--- src/rtl/cactl_pkg.sv ---
`timescale 1ns/1ps
package cactl_pkg;
  localparam int CTL_W = 32;
  // implemented positions: 28..26, 16..6, 4..0
  localparam logic [CTL_W-1:0] CTL_IMPL_MASK = 32'h1C01_FFDF;

  typedef enum logic [1:0] {
    ACC_DENY = 2'd0,
    ACC_RO   = 2'd1,
    ACC_RW   = 2'd2
  } acc_e;
endpackage

--- src/rtl/cactl_access_decode.sv ---
`timescale 1ns/1ps
module cactl_access_decode
  import cactl_pkg::*;
#(
  parameter int PRIV_W   = 2,
  parameter int MIN_PRIV = 1
) (
  input  logic              req_secure,
  input  logic [PRIV_W-1:0] req_priv,
  output acc_e              mode
);
  localparam logic [PRIV_W-1:0] MinLvl = PRIV_W'(MIN_PRIV);

  always_comb begin
    if (req_priv < MinLvl)  mode = ACC_DENY;
    else if (req_secure)    mode = ACC_RW;
    else                    mode = ACC_RO;
  end
endmodule

--- src/rtl/cactl_store.sv ---
`timescale 1ns/1ps
module cactl_store #(
  parameter int               W    = 32,
  parameter logic [W-1:0]     MASK = '1
) (
  input  logic         clk,
  input  logic         rst_n,
  input  logic         wr_en,
  input  logic [W-1:0] wdata,
  output logic [W-1:0] q
);
  logic [W-1:0] q_r;
  logic [W-1:0] q_next;

  always_comb begin
    q_next = q_r;
    if (wr_en) q_next = wdata & MASK;
  end

  always_ff @(posedge clk or negedge rst_n) begin
    if (!rst_n) q_r <= '0;
    else        q_r <= q_next;
  end

  // reserved positions tied off at the output
  for (genvar i = 0; i < W; i++) begin : g_bit
    if (MASK[i]) begin : g_impl
      assign q[i] = q_r[i];
    end else begin : g_rsvd
      assign q[i] = 1'b0;
    end
  end
endmodule

--- src/rtl/cactl_resp.sv ---
`timescale 1ns/1ps
module cactl_resp #(
  parameter int W = 32
) (
  input  logic         clk,
  input  logic         rst_n,
  input  logic         req_valid,
  input  logic         rd_en,
  input  logic [W-1:0] rd_word,
  input  logic         deny,
  input  logic         busy_drop,
  output logic         rsp_valid,
  output logic [W-1:0] rsp_rdata,
  output logic         rsp_fault,
  output logic         wr_reject
);
  logic         valid_n, fault_n, rej_n;
  logic [W-1:0] data_n;

  always_comb begin
    valid_n = req_valid;
    data_n  = rd_en ? rd_word : '0;
    fault_n = deny;
    rej_n   = busy_drop;
  end

  always_ff @(posedge clk or negedge rst_n) begin
    if (!rst_n) begin
      rsp_valid <= 1'b0;
      rsp_rdata <= '0;
      rsp_fault <= 1'b0;
      wr_reject <= 1'b0;
    end else begin
      rsp_valid <= valid_n;
      rsp_rdata <= data_n;
      rsp_fault <= fault_n;
      wr_reject <= rej_n;
    end
  end
endmodule

--- src/rtl/cache_aux_ctl_reg.sv ---
`timescale 1ns/1ps
module cache_aux_ctl_reg
  import cactl_pkg::*;
#(
  parameter int PRIV_W   = 2,
  parameter int MIN_PRIV = 1
) (
  input  logic              clk,
  input  logic              rst_n,
  input  logic              req_valid,
  input  logic              req_write,
  input  logic              req_secure,
  input  logic [PRIV_W-1:0] req_priv,
  input  logic [CTL_W-1:0]  req_wdata,
  input  logic              snoop_pending,
  input  logic              accel_pending,
  output logic              rsp_valid,
  output logic [CTL_W-1:0]  rsp_rdata,
  output logic              rsp_fault,
  output logic              wr_reject,
  output logic              tagbank_clk_hold,
  output logic              logic_clk_hold,
  output logic              region_gate_en,
  output logic              replay_single_issue_en,
  output logic              wfi_retention_en,
  output logic              clean_evict_data_en,
  output logic              shared_clean_xfer_dis,
  output logic              same_id_wb_serialize,
  output logic              barrier_no_dvm_dis,
  output logic              ns_debug_read_dis,
  output logic              prefetch_repl_en,
  output logic              broadcast_dis,
  output logic              hazard_timeout_en,
  output logic              shareable_dis,
  output logic              write_unique_dis,
  output logic              push_external_dis,
  output logic              one_per_bank,
  output logic              replay_timeout_en,
  output logic              prefetch_fwd_dis
);
  acc_e             mode;
  logic             sys_idle;
  logic             wr_req, wr_commit, wr_busy, rd_ok, deny;
  logic [CTL_W-1:0] ctl_q;

  cactl_access_decode #(.PRIV_W(PRIV_W), .MIN_PRIV(MIN_PRIV)) u_dec (
    .req_secure (req_secure),
    .req_priv   (req_priv),
    .mode       (mode)
  );

  assign sys_idle  = !snoop_pending && !accel_pending;
  assign wr_req    = req_valid && req_write && (mode == ACC_RW);
  assign wr_commit = wr_req && sys_idle;
  assign wr_busy   = wr_req && !sys_idle;
  assign rd_ok     = req_valid && !req_write && (mode != ACC_DENY);
  assign deny      = req_valid && (mode == ACC_DENY);

  cactl_store #(.W(CTL_W), .MASK(CTL_IMPL_MASK)) u_store (
    .clk   (clk),
    .rst_n (rst_n),
    .wr_en (wr_commit),
    .wdata (req_wdata),
    .q     (ctl_q)
  );

  cactl_resp #(.W(CTL_W)) u_resp (
    .clk       (clk),
    .rst_n     (rst_n),
    .req_valid (req_valid),
    .rd_en     (rd_ok),
    .rd_word   (ctl_q),
    .deny      (deny),
    .busy_drop (wr_busy),
    .rsp_valid (rsp_valid),
    .rsp_rdata (rsp_rdata),
    .rsp_fault (rsp_fault),
    .wr_reject (wr_reject)
  );

  // control fan-out; positions fixed by the field layout
  assign tagbank_clk_hold       = ctl_q[28];
  assign logic_clk_hold         = ctl_q[27];
  assign region_gate_en         = ctl_q[26];
  assign replay_single_issue_en = ctl_q[16];
  assign wfi_retention_en       = ctl_q[15];
  assign clean_evict_data_en    = ctl_q[14];
  assign shared_clean_xfer_dis  = ctl_q[13];
  assign same_id_wb_serialize   = ctl_q[12];
  assign barrier_no_dvm_dis     = ctl_q[11];
  assign ns_debug_read_dis      = ctl_q[10];
  assign prefetch_repl_en       = ctl_q[9];
  assign broadcast_dis          = ctl_q[8];
  assign hazard_timeout_en      = ctl_q[7];
  assign shareable_dis          = ctl_q[6];
  assign write_unique_dis       = ctl_q[4];
  assign push_external_dis      = ctl_q[3];
  assign one_per_bank           = ctl_q[2];
  assign replay_timeout_en      = ctl_q[1];
  assign prefetch_fwd_dis       = ctl_q[0];
endmodule

--- config.mk ---
export PLATFORM = sky130hd
export DESIGN_NAME = cache_aux_ctl_reg
export DESIGN_NICKNAME = d
export VERILOG_FILES = /design/src/rtl/cactl_pkg.sv /design/src/rtl/cactl_access_decode.sv /design/src/rtl/cactl_store.sv /design/src/rtl/cactl_resp.sv /design/src/rtl/cache_aux_ctl_reg.sv
export SDC_FILE = /design/constraint.sdc
export NUM_CORES = 1
export LEC_CHECK = 0
export ABC_AREA = 1
export BUFFER_PORTS_ARGS = -buffer_cell sky130_fd_sc_hd__buf_2
export CORE_MARGIN = 4
export CORE_UTILIZATION = 39
export DETAILED_ROUTE_END_ITERATION = 10
export GPL_TIMING_DRIVEN = 0
export MAX_ROUTING_LAYER = met4
export PLACE_DENSITY = 0.74
export SYNTH_ARGS = -nofsm -noshare
export SYNTH_HDL_FRONTEND = slang
export SYNTH_SLANG_ARGS = --single-unit
--- constraint.sdc ---
create_clock -name clk -period 0.8 [get_ports clk]
set_input_delay 0.08 -clock clk [delete_from_list [all_inputs] [get_ports clk]]
set_output_delay 0.08 -clock clk [all_outputs]
set_load 0.005 [all_outputs]
==> results.md <==
* Outcome: complete, but fails checks
* Failing checks: hold timing, setup timing
* Worst EP arrival at 0.81 ns
* Worst path slowest cell: dfrtp_1
* Vias per cell at around 4.2
* Clock skew at around 0.0057 ns
* Yosys warning count at 0
* Crit path buffers/inverters at 1
* Final total power at 5.03 mW
* Register Area at 1030 µm²
* Post-DP HPWL at between 2000 and 3000 µm
* Area of the multi-input gates at 450 µm²
* Seq pwr share at 48.9%
* Register area share after synthesis at 61.7%
* CP cell instances: buf_2
* Antenna Cells at 0
* Fin crit share at 111%
* Yosys cell types at 14
* # port buffers at 68
* Die area at 5370 µm²
* Layout area overhead at 43.7%
* Clock transition at the registers of the reported paths at 0.07 ns
* DP Cell Count at approximately 300
* First-pass GRT wire length at 6160 µm
* DIE HEIGHT at 73.3 µm
* CP peak stage delay at about 0.4 ns
* H-tree depth at 2
* Average size of a mapped cell at between 9 and 10 µm²
* Clock power share at 24.0%
* WL per Instance at 11.9 µm
* CP Data Required Time at 0.72 ns
* Worst setup SP type: flop
* NumNets Final at about 320
* Post-Synth Adder-Cell Area at 0%
* Overflow after GRT at 0
* DRC viols at 0
* Main synth FF type: dfrtp_1
* Io pins at between 90 and 100
* DR vias at ~1400
* Post-Syn Instances at 171
* Endpoint class of the critical path: output pin
* F_max at 1130 MHz
* Count leader, synth: dfrtp_1
* Maximum clock path buffer count at 2
* Starting Density at about 41%
* Final setup margin at -0.0854 ns
* CP top delay family: flip-flops
* Util after Layout at roughly three fifths
* Clock Latency Late Sink at 0.28 ns
* Crit Path Class: flop to output pin
* Hold Crit Class: primary input to asynchronous set/reset pin
* Cell-internal power at approximately 3.6 mW
* Xor/xnor share of the synthesized area at 0%
* Most frequent cells after synthesis: dfrtp_1 (41), nand2_1 (40), nor2_1 (22)
* Pre-antenna DRT Iters at 4
* Max Cap Viol at 0
* Vias in the first global route at 1355
* RSZ-0062 raised after global routing: true
* Leakage at ~1.5 nW
* Hold-fix buffers, CTS at 1
* Filler cells at 360
* Synth Area in Simple Gates at 24.0%
* Clk sinks at 41
* Final setup viols at 50
* DRT iter0 DRCs at 74
* Number of synthesized register bits at 41
* Layout Cells excl Fill at between 300 and 400
* Synthesized cell area at 1660 µm²
* Mux cell area share after synthesis at 0%
* Num CTS Buffers at 5
* Gr usage total at 15.6%
* Pin count of the biggest net entering global routing at 42
* CP Max Fanout at 2
* Root Buffer: clkbuf_8
* CTS tree: built
* Max Slew Vio Count at 0
* Top post-synthesis cells by area: dfrtp_1 (62%), nand2_1 (9.0%), nand4_1 (7.2%)
* Antenna viol nets, final at 0
* Combinational power share at 27.1%
* Cell accounting for the most synthesized area: dfrtp_1
* CORE AREA at 4060 µm²
* Tmin final at just under 0.9 ns
* Switching Fraction at 27.6%
* Pwr/cell area at roughly 2100 nW/µm²
* Post-synth EDFFs at 0
* Final Hold Viols at 41
* Ys async rst share at 100%
* Synth top area share at 61.7%
* Max_slew headroom at 40.8%
* Main combinational cell family by area after synthesis: simple AND/OR/NAND/NOR gates
* Die extent in x at 73.3 µm
* Post-Route WL at 3940 µm
* Compound-Gate Fraction of Synth Area at 0%
* Sw power at 1.39 mW
* Initial antenna violation count at 0
* Gpl congestion at 0.739
* VDD IR max at ~0.68 mV
* Slew of the pin with the lowest slew margin at between 0.8 and 0.9 ns
* # rows at 23
* Layout cells sized above 1 at a little under half
* Worst Hold Slack at -0.0839 ns
-- per-layer routing --
layer,GRT usage [%],routed length (µm),vias to the layer above
li1,-,-,723
met1,17.8,1550,631
met2,26.2,2070,44
met3,3.97,226,7
met4,6.15,91,0
met5,-,0,-
-- cells in the final DEF, fill, tap and decap left out, types with 2 or more instances in the layout --
| cell | n |
|---|---|
| nor2_2 | 2 |
| dfrtp_1 | 41 |
| inv_1 | 18 |
| buf_2 | 74 |
| nor2_1 | 22 |
| inv_2 | 4 |
| nand2_1 | 39 |
| clkbuf_8 | 5 |
| nand2_2 | 2 |
| conb_1 | 13 |
| buf_6 | 5 |
| nand4_1 | 19 |
| buf_4 | 34 |
-- power groups by stage --
| stage | Clock, mW | Combinational [mW] | Sequential [mW] |
|---|---|---|---|
| after floorplan | 0 | 0.387 | 2.56 |
| after global placement | 0 | 0.839 | 2.54 |
| after detailed placement | 0 | 0.864 | 2.55 |
| after CTS | 1.24 | 1.23 | 2.45 |
| after global routing | 1.35 | 1.51 | 2.49 |
| final | 1.21 | 1.36 | 2.46 |
-- what timing repair did --
item | CTS | global route
gates resized for setup | 0 | 7
endpoints found under the setup margin | 41 | 41
endpoints found under the hold margin | 42 | 21
setup buffers | 19 | 5
-- registers in the layout, summed over array words and instances, names as in the netlist --
| signal | count |
|---|---|
| u_resp.rsp_fault | 1 |
| u_resp.rsp_rdata | 19 |
| u_resp.rsp_valid | 1 |
| u_resp.wr_reject | 1 |
| u_store.q_r | 19 |
-- cells by family after synthesis --
| group | Yosys count |
|---|---|
| other | 1 |
| DFF | 41 |
| buffers and inverters | 43 |
| and+or+nand+nor | 86 |
-- per-stage QoR --
stage	setup WS, ns	area (µm²)	TNS [ns]
floorplan	0.0648	1710	0
global placement	-0.185	2110	-4.68
detailed placement	-0.188	2110	-5.99
CTS	-0.0929	2340	-2.44
global route	-0.128	2390	-4.19
finish	-0.0854	2390	-2.39
-- worst paths after layout --
check	start	end	slack, ns	depth (start not counted)
setup / recovery	u_store.q_r[12]	same_id_wb_serialize	-0.09	1
hold / removal	rst_n	u_resp.rsp_rdata[14]	-0.08	1
setup reg to reg	u_store.q_r[28]	u_store.q_r[28]	-0.07	4
max in group asynchronous	rst_n	u_resp.rsp_rdata[2]	0.32	1
hold reg to reg	u_store.q_r[1]	u_store.q_r[1]	0.57	3
min in group clk	req_wdata[2]	u_store.q_r[2]	0.04	3
-- final cells by class --
type	instances	share of cell area, %
repair buffers	93	22.7
multi-input cells	99	18.9
well taps	50	2.62
clock inverters	1	0.210
flip-flops and latches	41	43.0
clock buffers	5	2.88
plain buffers	21	6.29
inverters	22	3.46
Note: power is estimated with default switching activity, not from simulation.
